## src/rtl/spi_burst_pkg.sv

```systemverilog
// Package: control-word field positions, decoded configuration and the
// sequencer state type shared by the SPI burst engine modules.
package spi_burst_pkg;

    localparam int CTL_W       = 32;
    localparam int F_CPHA      = 0;
    localparam int F_CPOL      = 1;
    localparam int F_CS_POL    = 2;
    localparam int F_CS_IDX    = 4;
    localparam int F_CS_MAN    = 6;
    localparam int F_CS_LVL    = 7;
    localparam int F_RX_OFF    = 8;
    localparam int F_LSB_FIRST = 12;
    localparam int F_GO        = 31;

    localparam logic [CTL_W-1:0] CTL_MASK =
        (CTL_W'(1) << F_CPHA) | (CTL_W'(1) << F_CPOL) | (CTL_W'(1) << F_CS_POL) |
        (CTL_W'(3) << F_CS_IDX) | (CTL_W'(1) << F_CS_MAN) | (CTL_W'(1) << F_CS_LVL) |
        (CTL_W'(1) << F_RX_OFF) | (CTL_W'(1) << F_LSB_FIRST) | (CTL_W'(1) << F_GO);

    typedef struct packed {
        logic       cpha;
        logic       cpol;
        logic       cs_pol;
        logic [1:0] cs_idx;
        logic       cs_man;
        logic       cs_lvl;
        logic       rx_off;
        logic       lsb_first;
        logic       go;
    } xfer_cfg_t;

    typedef enum logic [1:0] {SEQ_IDLE, SEQ_FETCH, SEQ_SHIFT} seq_state_t;

    // Splits a control word into its named fields.
    function automatic xfer_cfg_t decode_ctl(input logic [CTL_W-1:0] w);
        xfer_cfg_t c;
        c.cpha      = w[F_CPHA];
        c.cpol      = w[F_CPOL];
        c.cs_pol    = w[F_CS_POL];
        c.cs_idx    = w[F_CS_IDX +: 2];
        c.cs_man    = w[F_CS_MAN];
        c.cs_lvl    = w[F_CS_LVL];
        c.rx_off    = w[F_RX_OFF];
        c.lsb_first = w[F_LSB_FIRST];
        c.go        = w[F_GO];
        return c;
    endfunction

endpackage

```

## src/rtl/spi_ctl_reg.sv

```systemverilog
// Module: spi_ctl_reg
// Holds the control word. A write is accepted only while no burst is active
// (start bit clear). A write carrying the start bit raises start_go for one
// cycle. The start bit is cleared by the sequencer's completion pulse.
// Assumes done_in only pulses while the start bit is set.
module spi_ctl_reg
    import spi_burst_pkg::*;
(
    input  logic             clk,
    input  logic             rst_n,
    input  logic             wr_en,
    input  logic [CTL_W-1:0] wr_data,
    input  logic             done_in,
    output logic [CTL_W-1:0] ctl_q,
    output logic             start_go,
    output logic             busy
);

    assign busy     = ctl_q[F_GO];
    assign start_go = wr_en && !busy && wr_data[F_GO];

    // Register update: completion first, then accepted writes.
    always_ff @(posedge clk) begin
        if (!rst_n) begin
            ctl_q <= '0;
        end else if (done_in) begin
            ctl_q[F_GO] <= 1'b0;
        end else if (wr_en && !busy) begin
            ctl_q <= wr_data & CTL_MASK;
        end
    end

    p_ctl_frozen_r7: assert property (@(posedge clk) disable iff (!rst_n)
        (busy && $past(busy)) |-> $stable(ctl_q[F_GO-1:0]));

    p_go_sets_busy_r3: assert property (@(posedge clk) disable iff (!rst_n)
        start_go |=> busy);

endmodule

```

## src/rtl/spi_bit_shifter.sv

```systemverilog
// Module: spi_bit_shifter
// Serializes one word per load over 2*DATA_W SCLK edges. Each sclk_tick
// gives one edge. The word is normalized for bit order at load, so the
// line always carries the register MSB first. Assumes load only arrives
// while inactive, and that cpol/cpha/lsb_first stay stable during a word.
module spi_bit_shifter #(
    parameter int DATA_W = 8
) (
    input  logic              clk,
    input  logic              rst_n,
    input  logic              cpol,
    input  logic              cpha,
    input  logic              lsb_first,
    input  logic              tick,
    input  logic              load,
    input  logic [DATA_W-1:0] load_data,
    input  logic              miso,
    output logic              sclk,
    output logic              mosi,
    output logic              active,
    output logic              byte_done,
    output logic [DATA_W-1:0] rx_byte
);

    localparam int EDGE_W = $clog2(2 * DATA_W);
    localparam logic [EDGE_W-1:0] LAST_EDGE = EDGE_W'(2 * DATA_W - 1);

    logic              lvl;
    logic [EDGE_W-1:0] ecnt;
    logic [DATA_W-1:0] txsh, rxsh;
    logic [DATA_W-1:0] norm, rx_next, rx_ord;
    logic              lead, samp;

    assign sclk = cpol ^ lvl;

    // Bit-order normalization and edge classification.
    always_comb begin
        for (int i = 0; i < DATA_W; i++) begin
            norm[i] = lsb_first ? load_data[DATA_W-1-i] : load_data[i];
        end
        lead    = !ecnt[0];
        samp    = lead ^ cpha;
        rx_next = samp ? {rxsh[DATA_W-2:0], miso} : rxsh;
        for (int i = 0; i < DATA_W; i++) begin
            rx_ord[i] = lsb_first ? rx_next[DATA_W-1-i] : rx_next[i];
        end
    end

    // Edge engine: load, toggle SCLK, sample and drive per phase.
    always_ff @(posedge clk) begin
        if (!rst_n) begin
            active    <= 1'b0;
            lvl       <= 1'b0;
            ecnt      <= '0;
            txsh      <= '0;
            rxsh      <= '0;
            mosi      <= 1'b0;
            byte_done <= 1'b0;
            rx_byte   <= '0;
        end else begin
            byte_done <= 1'b0;
            if (load) begin
                active <= 1'b1;
                ecnt   <= '0;
                lvl    <= 1'b0;
                rxsh   <= '0;
                if (!cpha) begin
                    mosi <= norm[DATA_W-1];
                    txsh <= norm << 1;
                end else begin
                    txsh <= norm;
                end
            end else if (active && tick) begin
                lvl  <= ~lvl;
                ecnt <= ecnt + 1'b1;
                rxsh <= rx_next;
                if (!samp && ecnt != LAST_EDGE) begin
                    mosi <= txsh[DATA_W-1];
                    txsh <= txsh << 1;
                end
                if (ecnt == LAST_EDGE) begin
                    active    <= 1'b0;
                    byte_done <= 1'b1;
                    rx_byte   <= rx_ord;
                end
            end
        end
    end

    p_idle_sclk_r9: assert property (@(posedge clk) disable iff (!rst_n)
        !active |-> (sclk == cpol));

    p_edge_moves_sclk_r9: assert property (@(posedge clk) disable iff (!rst_n)
        (active && tick && !load) |=> (sclk != $past(sclk)));

    p_done_ends_word_r2: assert property (@(posedge clk) disable iff (!rst_n)
        byte_done |-> !active);

endmodule

```

## src/rtl/spi_burst_seq.sv

```systemverilog
// Module: spi_burst_seq
// Byte-level sequencer. It latches the burst and transmit counts at start,
// fetches each byte from the TX FIFO or substitutes zero, hands it to the
// shifter, pushes received bytes and pulses done at the end. Assumes the
// TX FIFO shows its head on tx_data whenever tx_empty is low.
module spi_burst_seq
    import spi_burst_pkg::*;
#(
    parameter int DATA_W = 8,
    parameter int CNT_W  = 24
) (
    input  logic              clk,
    input  logic              rst_n,
    input  logic              start_go,
    input  logic [CNT_W-1:0]  burst_len,
    input  logic [CNT_W-1:0]  tx_len,
    input  logic              rx_off,
    input  logic              tx_empty,
    input  logic [DATA_W-1:0] tx_data,
    output logic              tx_pop,
    output logic              byte_load,
    output logic [DATA_W-1:0] byte_out,
    input  logic              byte_done,
    output logic              rx_push,
    output logic              xfer_done
);

    seq_state_t       state;
    logic [CNT_W-1:0] rem_total, rem_tx;
    logic             have_tx;

    // Fetch decision: FIFO byte while the transmit count lasts, zero after.
    always_comb begin
        have_tx   = (rem_tx != '0);
        byte_load = (state == SEQ_FETCH) && (rem_total != '0) && (!have_tx || !tx_empty);
        tx_pop    = byte_load && have_tx;
        byte_out  = have_tx ? tx_data : '0;
        rx_push   = byte_done && !rx_off && (state == SEQ_SHIFT);
    end

    // Burst state and byte counters.
    always_ff @(posedge clk) begin
        if (!rst_n) begin
            state     <= SEQ_IDLE;
            rem_total <= '0;
            rem_tx    <= '0;
            xfer_done <= 1'b0;
        end else begin
            xfer_done <= 1'b0;
            case (state)
                SEQ_IDLE: if (start_go) begin
                    rem_total <= burst_len;
                    rem_tx    <= tx_len;
                    state     <= SEQ_FETCH;
                end
                SEQ_FETCH: if (rem_total == '0) begin
                    xfer_done <= 1'b1;
                    state     <= SEQ_IDLE;
                end else if (byte_load) begin
                    if (have_tx) rem_tx <= rem_tx - 1'b1;
                    state <= SEQ_SHIFT;
                end
                SEQ_SHIFT: if (byte_done) begin
                    rem_total <= rem_total - 1'b1;
                    state     <= SEQ_FETCH;
                end
                default: state <= SEQ_IDLE;
            endcase
        end
    end

    p_pop_nonempty_r8: assert property (@(posedge clk) disable iff (!rst_n)
        tx_pop |-> !tx_empty);

    p_discard_no_push_r5: assert property (@(posedge clk) disable iff (!rst_n)
        rx_push |-> !rx_off);

    p_done_single_r3: assert property (@(posedge clk) disable iff (!rst_n)
        xfer_done |=> !xfer_done);

endmodule

```

## src/rtl/spi_burst_engine.sv

```systemverilog
// Module: spi_burst_engine (top)
// SPI master burst shift engine. It ties together the control register,
// the byte sequencer and the bit shifter, and drives the chip-select lines.
// Assumes sclk_tick comes from an external divider, one pulse per SCLK edge.
module spi_burst_engine
    import spi_burst_pkg::*;
#(
    parameter int DATA_W = 8,
    parameter int CNT_W  = 24,
    parameter int CS_N   = 4
) (
    input  logic              clk,
    input  logic              rst_n,
    input  logic              ctl_wr,
    input  logic [31:0]       ctl_wdata,
    output logic [31:0]       ctl_rdata,
    input  logic [CNT_W-1:0]  burst_len,
    input  logic [CNT_W-1:0]  tx_len,
    input  logic              sclk_tick,
    input  logic              tx_empty,
    input  logic [DATA_W-1:0] tx_data,
    output logic              tx_pop,
    output logic              rx_push,
    output logic [DATA_W-1:0] rx_data,
    output logic              sclk,
    output logic              mosi,
    input  logic              miso,
    output logic [CS_N-1:0]   cs_o,
    output logic              xfer_done
);

    localparam int CS_W = $clog2(CS_N);

    logic [CTL_W-1:0]  ctl_q;
    xfer_cfg_t         cfg;
    logic              start_go, busy;
    logic              byte_load, byte_done, shift_active;
    logic [DATA_W-1:0] byte_out;

    assign cfg       = decode_ctl(ctl_q);
    assign ctl_rdata = ctl_q;

    spi_ctl_reg u_ctl (
        .clk      (clk),
        .rst_n    (rst_n),
        .wr_en    (ctl_wr),
        .wr_data  (ctl_wdata),
        .done_in  (xfer_done),
        .ctl_q    (ctl_q),
        .start_go (start_go),
        .busy     (busy)
    );

    spi_burst_seq #(.DATA_W(DATA_W), .CNT_W(CNT_W)) u_seq (
        .clk       (clk),
        .rst_n     (rst_n),
        .start_go  (start_go),
        .burst_len (burst_len),
        .tx_len    (tx_len),
        .rx_off    (cfg.rx_off),
        .tx_empty  (tx_empty),
        .tx_data   (tx_data),
        .tx_pop    (tx_pop),
        .byte_load (byte_load),
        .byte_out  (byte_out),
        .byte_done (byte_done),
        .rx_push   (rx_push),
        .xfer_done (xfer_done)
    );

    spi_bit_shifter #(.DATA_W(DATA_W)) u_shift (
        .clk       (clk),
        .rst_n     (rst_n),
        .cpol      (cfg.cpol),
        .cpha      (cfg.cpha),
        .lsb_first (cfg.lsb_first),
        .tick      (sclk_tick),
        .load      (byte_load),
        .load_data (byte_out),
        .miso      (miso),
        .sclk      (sclk),
        .mosi      (mosi),
        .active    (shift_active),
        .byte_done (byte_done),
        .rx_byte   (rx_data)
    );

    // Chip-select drive: manual level or automatic during the burst.
    always_comb begin
        for (int i = 0; i < CS_N; i++) begin
            if (CS_W'(i) == cfg.cs_idx[CS_W-1:0]) begin
                cs_o[i] = cfg.cs_man ? cfg.cs_lvl : (busy ? cfg.cs_pol : !cfg.cs_pol);
            end else begin
                cs_o[i] = !cfg.cs_pol;
            end
        end
    end

    p_auto_cs_r6: assert property (@(posedge clk) disable iff (!rst_n)
        (busy && !cfg.cs_man) |-> ($countones(cs_o ^ {CS_N{!cfg.cs_pol}}) == 1));

    p_shift_needs_busy_r3: assert property (@(posedge clk) disable iff (!rst_n)
        shift_active |-> busy);

endmodule

```

## config.mk

```make
export PLATFORM = sky130hd
export DESIGN_NAME = spi_burst_engine
export DESIGN_NICKNAME = d
export VERILOG_FILES = /design/src/rtl/spi_burst_pkg.sv /design/src/rtl/spi_ctl_reg.sv /design/src/rtl/spi_bit_shifter.sv /design/src/rtl/spi_burst_seq.sv /design/src/rtl/spi_burst_engine.sv
export SDC_FILE = /design/constraint.sdc
export NUM_CORES = 1
export LEC_CHECK = 0
export ABC_AREA = 1
export ABC_CLOCK_PERIOD_IN_PS = 2050
export BUFFER_PORTS_ARGS = -buffer_cell sky130_fd_sc_hd__buf_4
export CORE_MARGIN = 5
export CORE_UTILIZATION = 55
export CTS_CLUSTER_DIAMETER = 150
export DETAILED_ROUTE_END_ITERATION = 6
export PLACE_DENSITY = 0.91
export SLEW_MARGIN = 0
export SYNTH_ARGS = -nofsm -noshare
export SYNTH_HDL_FRONTEND = slang
export SYNTH_SLANG_ARGS = --single-unit
```

## constraint.sdc

```tcl
create_clock -name clk -period 2.05 [get_ports clk]
set_input_delay 0 -clock clk [delete_from_list [all_inputs] [get_ports clk]]
set_output_delay 0 -clock clk [all_outputs]
set_load 0.01 [all_outputs]
```

==> results.md, run 1 <==
- Of the total power, the clock network draws 0.181.
- The synthesized design contains 93 register bits.
- Tracing the worst setup path back leads to its startpoint at u_seq.rem_tx[0].
- The area share of the leading cell type in the synthesized netlist is 0.306.
- The starting density of the core is 0.561.
- The flow ran to the end, and the final reports show no timing, DRC or antenna violations.
- The post-synthesis sequential area ratio is 0.306.
- The TritonCTS clock tree is done.
- The end point of the worst hold path is u_seq.rem_tx[6].
- The number of remaining DRC errors is 0.
- Measured along the y axis, the die boundary spans 115 um.
- The total setup violations reported at the end of the flow is 0.
- Including well taps, the total number of placed cells is 1175.
- The class of the tightest hold or removal check is in -> reg.
- The static leakage is 3.54 nW.
- The first-pass iteration count of the detailed router is 5.
- The detailed router's first-iteration violation count is 460.
- The leading cell type in the layout, fill and taps excluded is nand2_1.
- In the layout the commonest cells are nand2_1, nor2_1, buf_4, nand3_1, dfxtp_1.
- After synthesis the cells add up to 6080 um2.
- A synthesized cell averages 6.30 um2.
- The root buffer cell is clkbuf_8.
- The reported net switching power is 0.00319 W.
- The initial antenna violation count is 0.
- The critical path class is reg -> reg.
- The H-tree was split into 3 levels.
- In this run the power density over the cells is 952 nW/um2.
- The total CTS buffers is 9.
- The number of cells on the worst reg-to-reg path is 12.
- The final weighted congestion of routability-driven global placement is 0.895.
- The residual antenna-violating net count after detailed routing is 0.
- The worst-case IR drop observed on VDD is 0.478 mV.
- The cell depth of the worst hold path is 5.
- The worst register-to-register path begins at u_seq.rem_tx[0].
- The via count is 6550.
- Measured against its own limit, the worst slew margin works out to 0.584.
- The largest total area in the synthesized netlist belongs to dfxtp_1.
- Of the available clock period, the critical path in the final layout requires 0.924.
- The area of the core region is 10800 um2.
- Buffers placed on the I/O ports in this run total 98.
- The share of layout cells above drive strength 1 is 0.173.
- The HPWL reported at the end of detailed placement is 10800 um.
- STA classifies the critical path startpoint as a register.
- The final max-slew violation count was 0.
- STA classifies the critical path endpoint as a register.
- Row generation in the floorplan step produced 38 rows.
- The share of total power dissipated in sequential elements is 0.344.
- The filler cell count is 910.
- The total detailed-routing wirelength is 15900 um.
- After clock tree synthesis, the clock-pin slew on the worst setup and hold paths is 0.10 ns.
- STA puts the critical path data arrival time at 2.17 ns.
- The count of cell types in the netlist is 45.
- The tool flagged a number of max-cap violations equal to 0.
- The remaining global-route overflow is 0.
- The required time at the worst-slack endpoint is 2.32 ns.
- The highest net fanout along the worst path is 16.
- During synthesis, Yosys emitted a total of 0 warnings.
- The area growth from synthesis to layout is 21.0%.
- The maximum achievable frequency is 528 MHz.
- The maximum clock insertion buffer count is 2.
- After detailed routing, the average wire length per cell comes to 13.0 um.
- The area of all sequential standard cells is 1860 um2.
- The multi-input combinational cell area is 3580 um2.
- On the final layout, the worst clock skew is 0.0224 ns.
- Across all register-to-register paths, the minimum setup slack is 0.16 ns.
- The net count reported at finish is 1175.
- The synthesized instance count is 965.
- The combined global-route utilization of all metal layers is 0.237.
- The combinational power share is 0.475.
- In this run the horizontal extent of the chip is 115 um.
- Summing all non-filler instances in the final layout gives an area of 7360 um2.
- Leaving out filler cells and counting taps, the final layout contains 1223.
- The final period demand of the worst path is 1.89 ns.
- CTS saw 93 sinks.
- The first global-routing pass estimated 26300 um of wire.
- The number of global-route vias before repair was 5895.
- At the end of the flow the core is filled with cells to 0.679.
- Setup repair after global routing could not meet its margin everywhere.
- Yosys attributes the largest share of cell area to dfxtp_1, nand2_1, nor2_1.
- The final count of hold timing violations is 0.
- The internal portion of the total power is 0.00381 W.
- The switching portion of total power is 0.455.
- Entering global routing, the biggest net connects 56 pins.
- For the worst-skew pair, the clock arrives at the later sink with an insertion delay of 0.38 ns.
- The die area is 13300 um2.
- Summing all placed instances gives a cell area of 6810 um2.
- The top-level I/O count is 143.
- The number of vias per cell is 5.36.
- In this run the most critical hold path is launched from tx_len[6].
- The worst reg2reg path endpoint is u_shift.txsh[7].
- The number of antenna repair diodes is 0.
- The pin slew with the least headroom to its limit is 0.625 ns.
kinds of logic after synthesis:
| group | Yosys count | synth area share |
|---|---|---|
| buffers and inverters | 154 | 0.122 |
| AO/OA/AOI/OAI | 157 | 0.138 |
| flip-flops | 93 | 0.306 |
| XOR/XNOR | 11 | 0.0171 |
| adder cells (fa/ha/maj) | 3 | 0.00617 |
| other | 1 | 0.000617 |
| AND/OR/NAND/NOR | 544 | 0.406 |
| multiplexers | 2 | 0.00329 |
what timing repair did:
item | 4_1_cts | 5_1_grt
setup endpoints to repair | 0 | 34
hold endpoints to repair | 32 | 0
setup buffers | 0 | 0
hold buffers | 32 | 0
gates resized for setup | 0 | 6
cells in the mapped netlist (all sizes together):
cell,instances
o21ai,68
a31oi,6
o211a,1
buf,52
conb,1
xor2,9
clkinv,2
and2,1
nor2,157
a21boi,1
nor3,8
nand3b,12
a21oi,66
o22ai,1
or2,10
o21bai,1
dfxtp,93
mux2i,2
inv,84
clkbuf,16
ha,3
o211ai,5
nand4,5
nand2,250
nand3,101
xnor2,2
o31ai,2
a211oi,6
layout make-up:
class,instances,share of cell area
multi-input cells,739,0.487
flip-flops and latches,93,0.253
clock inverters,7,0.0111
clock buffers,9,0.0168
well taps,140,0.0238
inverters,86,0.0439
repair buffers,149,0.165
worst max path at each step:
stage	end	slack, ns
final	u_shift.txsh[7]	0.16
after global routing	u_seq.rem_total[20]	-0.01
after CTS	u_shift.rxsh[1]	0.08
after floorplan	u_shift.rx_byte[0]	0.37
after detailed placement	u_shift.rxsh[1]	0.11
after global placement	u_shift.ecnt[2]	0.19
power by group through the flow:
stage	Sequential (W)	Clock, W	Combinational [W]
finish	0.00241	0.00127	0.00332
global route	0.00245	0.00135	0.00378
floorplan	0.00237	0	0.00256
global placement	0.00242	0	0.00309
CTS	0.00240	0.00129	0.00325
detailed placement	0.00244	0	0.00318
per-layer routing:
| layer | track usage | vias up | wire length [um] |
|---|---|---|---|
| met5 | 0 | - | 0 |
| met2 | 0.388 | 270 | 7460 |
| met1 | 0.310 | 2946 | 6790 |
| li1 | - | 3285 | - |
| met3 | 0.0389 | 49 | 1160 |
| met4 | 0.101 | 0 | 455 |
critical path: stages, from the launching register on:
cell and delay, ns:
dfxtp_1 0.34, inv_1 0.11, ha_1 0.25, nand2_2 0.14, nor2_4 0.16, nand3_4 0.12
buf_4 0.21, nand3_1 0.08, nand2_1 0.12, nand3_1 0.10, nand3_1 0.07, nand2_1 0.07
inv_1 0.04
sequential cells by signal (all words and copies together) (netlist names), 2 cells and up:
signal / flops
u_ctl.ctl_q: 10
u_seq.rem_total: 24
u_seq.rem_tx: 24
u_seq.state: 2
u_shift.ecnt: 4
u_shift.rx_byte: 8
u_shift.rxsh: 8
u_shift.txsh: 8
stage by stage:
step           TNS, ns  total power (W)  setup WS, ns  hold WS, ns
6_report             0          0.00700         0.156       0.0105
5_1_grt        -0.0331          0.00758       -0.0136       0.0364
4_1_cts              0          0.00694        0.0811      0.00119
3_5_place_dp         0          0.00562         0.105        0.288
3_3_place_gp         0          0.00551         0.191        0.276
2_1_floorplan        0          0.00493         0.372        0.161
Power figures use the tool's default switching activity.
==> run 2, diff against run 1 <==
Settings changed: PLACE_DENSITY 0.91 to not set, PLACE_DENSITY_LB_ADDON set to 0.15, RECOVER_POWER set to 100.
==> results.md, run 2 (synthesized netlist as in run 1, its figures left out) <==
- The latest clock arrival within the worst-skew pair was 0.39 ns (about the same).
- The headroom to the max-slew limit is 0.517 (-0.0662).
- The total detailed-routing wirelength is 15000 um (-5.5%).
- The internal reg-to-reg setup slack is 0.18 ns (+0.03 ns).
- The detailed router used layers up to and including met4.
- The routed wirelength normalized by instance count is 12.0 um (-7.2%).
- The filler cell count is 1022 (+12%).
- The final max-slew violation count is 0 (unchanged).
- The number of global-route vias before repair is 5871 (-0.41%).
- The via count was 6328 (-3.4%).
- The number of levels the H-tree was split into is 3 (unchanged).
- The residual antenna-violating net count after detailed routing is 0 (unchanged).
- The final period demand of the worst path is 1.87 ns (-0.0252 ns).
- The tree is rooted in a clkbuf_8.
- STA classifies the critical path endpoint as a register.
- The peak per-stage delay on the critical path is 0.32 ns (-0.02 ns).
- The register clock-pin slew on the reported worst setup and hold paths came to 0.09 ns (about the same).
- The period utilization is 0.912 (-0.0123).
- The largest registers in the layout are u_seq.rem_total (24), u_seq.rem_tx (24), u_ctl.ctl_q (10).
- The met2 wirelength from detailed routing came to 7080 um (-5.0%).
- The library cells used most frequently in the layout, excluding fill and tap cells, are nand2_1, nor2_1, nand3_1, dfxtp_1, buf_4.
- The number of vias per cell came to 5.08 (-5.1%).
- The starting density of the core is 0.561 (unchanged).
- The net count reported at finish is 1197 (+1.9%).
- The critical path class is reg -> reg.
- The nature of the critical path startpoint is a register.
- Broken down by cell family, the worst path's largest delay share belongs to simple AND/OR/NAND/NOR gates.
- Setup repair after global routing left no endpoint under its margin.
- The placed cell area is 6810 um2 (about the same).
- The total setup violations reported at the end of the flow is 0 (unchanged).
- The die area was 13300 um2 (unchanged).
- The HPWL reported at the end of detailed placement is 10200 um (-5.5%).
- The power density over cell area is 933 nW/um2 (-2.0%).
- The share of layout cells above drive strength 1 is 0.140 (-0.0324).
- The global-route wire length before repair is 25900 um (-1.6%).
- The leading cell type in the layout, fill and taps excluded is nand2_1.
- The post-route cell area is 7430 um2 (+0.97%).
- The maximum clock insertion buffer count was 2 (unchanged).
- The pin count of the biggest net entering global routing is 38 (-32%).
- The horizontal die dimension is 115 um (unchanged).
- The total CTS buffers was 9 (unchanged).
- The area growth from synthesis to layout is 22.2%.
- The detailed-route wire length on metal 1 is 6740 um (-0.71%).
- The maximum achievable frequency is 535 MHz (+1.3%).
- The static leakage came to 3.51 nW (-0.83%).
- The highest net fanout along the worst path is 32 (+16).
- The die span in y is 115 um (unchanged).
- The number of antenna repair diodes came to 0 (unchanged).
- The critical path goes through inv_1, ha_1, nand3_2, nor2_2, nand3_2, nand4_1, nand2_4, nand2_2, buf_12, nand2_1, nand2_1, nor2_1.
- The required time at the worst-slack endpoint is 2.33 ns (about the same).
- The remaining global-route overflow is 0 (unchanged).
- The top-level I/O count came to 143 (unchanged).
- The fraction of the core area covered by cells at the end of the flow is 0.685 (+0.00658).
- The first-pass iteration count of the detailed router was 5 (unchanged).
- The initial antenna violation count is 0 (unchanged).
- The flow ran to the end, and the final reports show no timing, DRC or antenna violations.
- The final count of hold timing violations is 0 (unchanged).
- The buffering stage count on the worst path with inverters included is 2 (-1).
- The tightest min-delay check is of the in -> reg type.
- The area of the core region is 10800 um2 (unchanged).
- The number of remaining DRC errors is 0 (unchanged).
- The clock skew after layout was 0.0156 ns (-0.00681 ns).
- The combined global-route utilization of all metal layers came to 0.234 (-0.00325).
- The pin slew with the least headroom to its limit came to 0.724 ns (+0.0993 ns).
- The detailed-routed wire length on met3 is 926 um (-20%).
- The TritonCTS clock tree is done.
- The final weighted congestion of routability-driven global placement came to 0.883 (-1.3%).
- The summed negative setup slack over all endpoints was 0 ns (unchanged).
- The site row count is 38 (unchanged).
- The total of buffers placed on input and output ports was 98 (unchanged).
- The cell with the largest stage delay on the worst path is dfxtp_1.
- The number of clock sinks is 93 (unchanged).
- The arrival time of the worst setup path came to 2.15 ns (-0.02 ns).
- The worst ir drop on vdd is 0.536 mV (+12%).
- The detailed router's first-iteration violation count is 357 (-22%).
- The max-cap check violation count came to 0 (unchanged).
## run 2: per-stage QoR
stage                     total power [W]  cells  hold slack [ns]  worst slack [ns]
after floorplan                   0.00493    986            0.161             0.372
final                             0.00693   1245           0.0155             0.181
after global routing              0.00758   1245           0.0251           0.00274
after CTS                         0.00701   1243          0.00145            0.0936
after global placement            0.00559   1174            0.280             0.163
after detailed placement          0.00563   1174            0.290            0.0984
## run 2: worst paths after layout
path | end | cells past startpoint | from
max reg2reg | u_seq.rem_tx[14] | 12 | u_seq.rem_total[0]
min | u_seq.rem_tx[6] | 5 | tx_len[6]
min reg2reg | u_shift.rxsh[1] | 2 | u_shift.rxsh[1]
max | u_seq.rem_tx[14] | 12 | u_seq.rem_total[0]
## run 2: report_power, final
group          total, W  internal (W)  switching (W)
logic           0.00325       0.00121        0.00203
clock network   0.00129      0.000577       0.000709
registers       0.00240       0.00210       0.000298
total           0.00693       0.00389        0.00304
## run 2: layout make-up
type                    count  area, um2  area share
multi-input cells         739       3550       0.478
well taps                 140        175      0.0236
flip-flops and latches     93       1860       0.251
inverters                  86        323      0.0434
repair buffers            171       1320       0.178
clock inverters             6       71.3     0.00960
clock buffers              10        128      0.0172
## run 2: what timing repair did
item                       4_1_cts  5_1_grt
setup buffers                    0        2
setup endpoints to repair        0       31
resized for setup                0        3
hold buffers                    53        0
hold endpoints to repair        43        0
## run 2: worst min-delay path, cell delays in order
cell	delay [ns]
buf_4	0.08
o21ai_0	0.07
nand3_1	0.08
nand2_1	0.05
nor2_1	0.08
## run 2: routing by layer
layer / up-vias / track usage
li1: 3333 / -
met1: 2803 / 0.297
met2: 172 / 0.402
met3: 20 / 0.0532
met4: 0 / 0.0603
met5: - / 0
==> run 3, diff against run 2 <==
--- a/config.mk
+++ b/config.mk
@@ -13,4 +13,5 @@
 export CTS_CLUSTER_DIAMETER = 150
 export DETAILED_ROUTE_END_ITERATION = 6
+export GPL_TIMING_DRIVEN = 0
 export PLACE_DENSITY_LB_ADDON = 0.15
 export RECOVER_POWER = 100
==> constraint.sdc (replaced) <==
create_clock -name clk -period 2.05 [get_ports clk]
set_input_delay 0 -clock clk [delete_from_list [all_inputs] [get_ports clk]]
set_output_delay 0 -clock clk [all_outputs]
set_load 0.05 [all_outputs]
==> results.md, run 3 (synthesized netlist as in run 1, its figures left out) <==
- The class of the tightest hold or removal check is in -> reg.
- The total setup violations reported at the end of the flow is 0 (unchanged).
- The number of vias per cell is 5.10 (+0.43%).
- The most critical setup path has its startpoint at u_seq.rem_total[0].
- The pin slew with the least headroom to its limit is 0.653 ns (-0.0705 ns).
- The starting density of the core came to 0.561 (unchanged).
- The buffering stage count on the worst path with inverters included is 2 (unchanged).
- The area of the core region is 10800 um2 (unchanged).
- The number of antenna repair diodes is 0 (unchanged).
- The least setup slack across all paths after layout is 0.118 ns (-0.0632 ns).
- The global-route wire length before repair is 26800 um (+3.5%).
- In this run the worst setup path terminates at u_seq.rem_tx[11].
- The final period demand of the worst path is 1.93 ns (+0.0632 ns).
- The final count of hold timing violations came to 0 (unchanged).
- The peak per-stage delay on the critical path was 0.32 ns (about the same).
- The die span in y is 115 um (unchanged).
- The cell with the largest stage delay on the worst path is dfxtp_1.
- The area growth from synthesis to layout is 25.1%.
- The final weighted congestion of routability-driven global placement is 0.906 (+2.6%).
- Leaving out fill and tap cells, the most frequent cells in the layout are nand2_1, nor2_1, buf_4, nand3_1, dfxtp_1.
- The global routing stage identified its most utilized layer as met2.
- The period utilization is 0.942 (+0.0308).
- The number of levels the H-tree was split into is 3 (unchanged).
- The headroom to the max-slew limit is 0.564 (+0.0470).
- The reg-to-reg critical path startpoint is u_seq.rem_total[0].
- The total CTS buffers is 9 (unchanged).
- The die area is 13300 um2 (unchanged).
- The share of layout cells above drive strength 1 was 0.170 (+0.0298).
- The cell count along the critical path is 12 (unchanged).
- The max-cap check violation count is 0 (unchanged).
- The post-route cell area is 7610 um2 (+2.4%).
- The initial antenna violation count is 0 (unchanged).
- The net count reported at finish is 1233 (+3.0%).
- Broken down by cell family, the worst path's largest delay share belongs to simple AND/OR/NAND/NOR gates.
- The endpoint identified for the worst register-to-register timing path is u_seq.rem_tx[11].
- The top-level I/O count is 143 (unchanged).
- The via count is 6539 (+3.3%).
- The worst slack at placement is 0.0971 ns (-0.00139 ns).
- The library cell used most frequently in the layout, excluding fill and tap cells, is nand2_1.
- The final max-slew violation count is 0 (unchanged).
- The flow ran to the end, and the final reports show no timing, DRC or antenna violations.
- The cell depth of the worst hold path was 5 (unchanged).
- The horizontal die dimension came to 115 um (unchanged).
- The clock skew after layout came to 0.00709 ns (-0.00849 ns).
- The highest net fanout along the worst path is 10 (-69%).
- The required time at the worst-slack endpoint is 2.33 ns (about the same).
- The static leakage is 3.67 nW (+4.6%).
- The global routing met2 resource utilization is 0.407 (+0.00540).
- The detailed router's first-iteration violation count is 535 (+50%).
- Traced cell by cell, the critical path runs through inv_1, ha_1, nand3_2, nor2_2, nand3_4, nand4_2, nand2_4, nand2_2, buf_4, nand2_1, nand2_1, nor2_1.
- The root buffer cell is clkbuf_8.
- The worst setup path is launched from a register.
- The kind of capture point of the worst setup path is a register.
- The routed wirelength normalized by instance count is 12.7 um (+5.7%).
- Counting stages on the worst path, the most repeated cell is nand2_1.
- The internal reg-to-reg setup slack was 0.12 ns (-0.06 ns).
- The placed cell area was 7060 um2 (+3.7%).
- The largest registers in the layout are u_seq.rem_total (24), u_seq.rem_tx (24), u_ctl.ctl_q (10).
- The number of global-route vias before repair came to 5844 (-0.46%).
- The maximum achievable frequency was 518 MHz (-3.3%).
- The power density over cell area is 975 nW/um2 (+4.5%).
- The pin count of the biggest net entering global routing is 18 (-53%).
- The routing usage on met3 is 0.0516 (-0.00158).
- The HPWL reported at the end of detailed placement was 11700 um (+14%).
- The first-pass iteration count of the detailed router was 5 (unchanged).
- The site row count was 38 (unchanged).
- The arrival time of the worst setup path is 2.21 ns (+0.06 ns).
- The register clock-pin slew on the reported worst setup and hold paths is 0.10 ns (about the same).
- The total of buffers placed on input and output ports is 97 (-1.0%).
- Setup repair after global routing could not meet its margin everywhere.
- TritonCTS built the clock tree.
- The number of remaining DRC errors was 0 (unchanged).
- The residual antenna-violating net count after detailed routing is 0 (unchanged).
- The number of clock sinks was 93 (unchanged).
- The number of cells on the worst reg-to-reg path is 12 (unchanged).
- The combined global-route utilization of all metal layers is 0.245 (+0.0114).
- The total detailed-routing wirelength came to 16300 um (+8.7%).
- The critical path is of the reg -> reg type.
- The latest clock arrival within the worst-skew pair is 0.38 ns (about the same).
- The remaining global-route overflow is 0 (unchanged).
- The global routing met1 resource utilization was 0.325 (+0.0284).
- The worst ir drop on vdd is 0.594 mV (+11%).
- The maximum clock insertion buffer count is 2 (unchanged).
run 3: changes by cell type in the layout (fill, tap and decap cells not counted), moves of 2 or more:
cell	previous run	this run
buf_4	85	102
dlygate4sd3_1	53	40
clkbuf_1	28	38
clkbuf_2	2	11
buf_2	0	8
o21ai_0	65	57
o21ai_1	3	11
buf_1	0	3
buf_6	0	2
run 3: where the power goes:
part           switching, W  leakage (nW)  internal [W]
sequential         0.000299         0.762       0.00210
combinational       0.00233          2.80       0.00125
clock              0.000737         0.110      0.000708
total               0.00336          3.67       0.00406
run 3: worst min-delay path by stage:
| stage | end | start | slack (ns) |
|---|---|---|---|
| floorplan | u_seq.rem_total[0] | burst_len[0] | 0.16 |
| global placement | u_ctl.ctl_q[5] | ctl_wdata[5] | 0.28 |
| detailed placement | u_ctl.ctl_q[5] | ctl_wdata[5] | 0.28 |
| CTS | u_seq.rem_tx[6] | tx_len[6] | 0.00006 |
| global route | u_seq.rem_total[8] | burst_len[8] | 0.03 |
| finish | u_seq.rem_tx[4] | tx_len[4] | 0.01 |
run 3: metal layers:
| metal | part of all wire | wire length (um) |
|---|---|---|
| met5 | 0 | 0 |
| met4 | 0.018 | 292 |
| met3 | 0.075 | 1230 |
| met2 | 0.46 | 7550 |
| met1 | 0.44 | 7220 |
run 3: through the flow:
stage / util / hold WS [ns] / power [W] / instances / TNS, ns
3_3_place_gp: 0.652 / 0.281 / 0.00585 / 1223 / 0
2_1_floorplan: - / 0.161 / 0.00512 / 986 / 0
3_5_place_dp: 0.652 / 0.285 / 0.00590 / 1223 / 0
5_1_grt: 0.702 / 0.0279 / 0.00800 / 1281 / -1.24
4_1_cts: 0.710 / 0.0000575 / 0.00741 / 1279 / 0
6_report: 0.702 / 0.0139 / 0.00742 / 1281 / 0
run 3: final cells by class:
type | count | area, um2
clock inverters | 7 | 106
well taps | 140 | 175
repair buffers | 139 | 1050
plain buffers | 68 | 415
fillers | 997 | 3230
inverters | 86 | 323
multi-input cells | 739 | 3550
clock buffers | 9 | 124
flip-flops and latches | 93 | 1860
run 3: what timing repair did:
| item | 4_1_cts | 5_1_grt |
|---|---|---|
| hold buffers | 40 | 0 |
| hold endpoints to repair | 40 | 0 |
| resized for setup | 0 | 3 |
| buffers inserted | 0 | 2 |
| setup endpoints to repair | 0 | 35 |
run 3: worst reg2reg max path, cell delays in order, from the launching register on:
cell	delay (ns)
dfxtp_1	0.32
inv_1	0.09
ha_1	0.21
nand3_2	0.13
nor2_2	0.22
nand3_4	0.14
nand4_2	0.14
nand2_4	0.11
nand2_2	0.12
buf_4	0.19
nand2_1	0.07
nand2_1	0.06
nor2_1	0.04
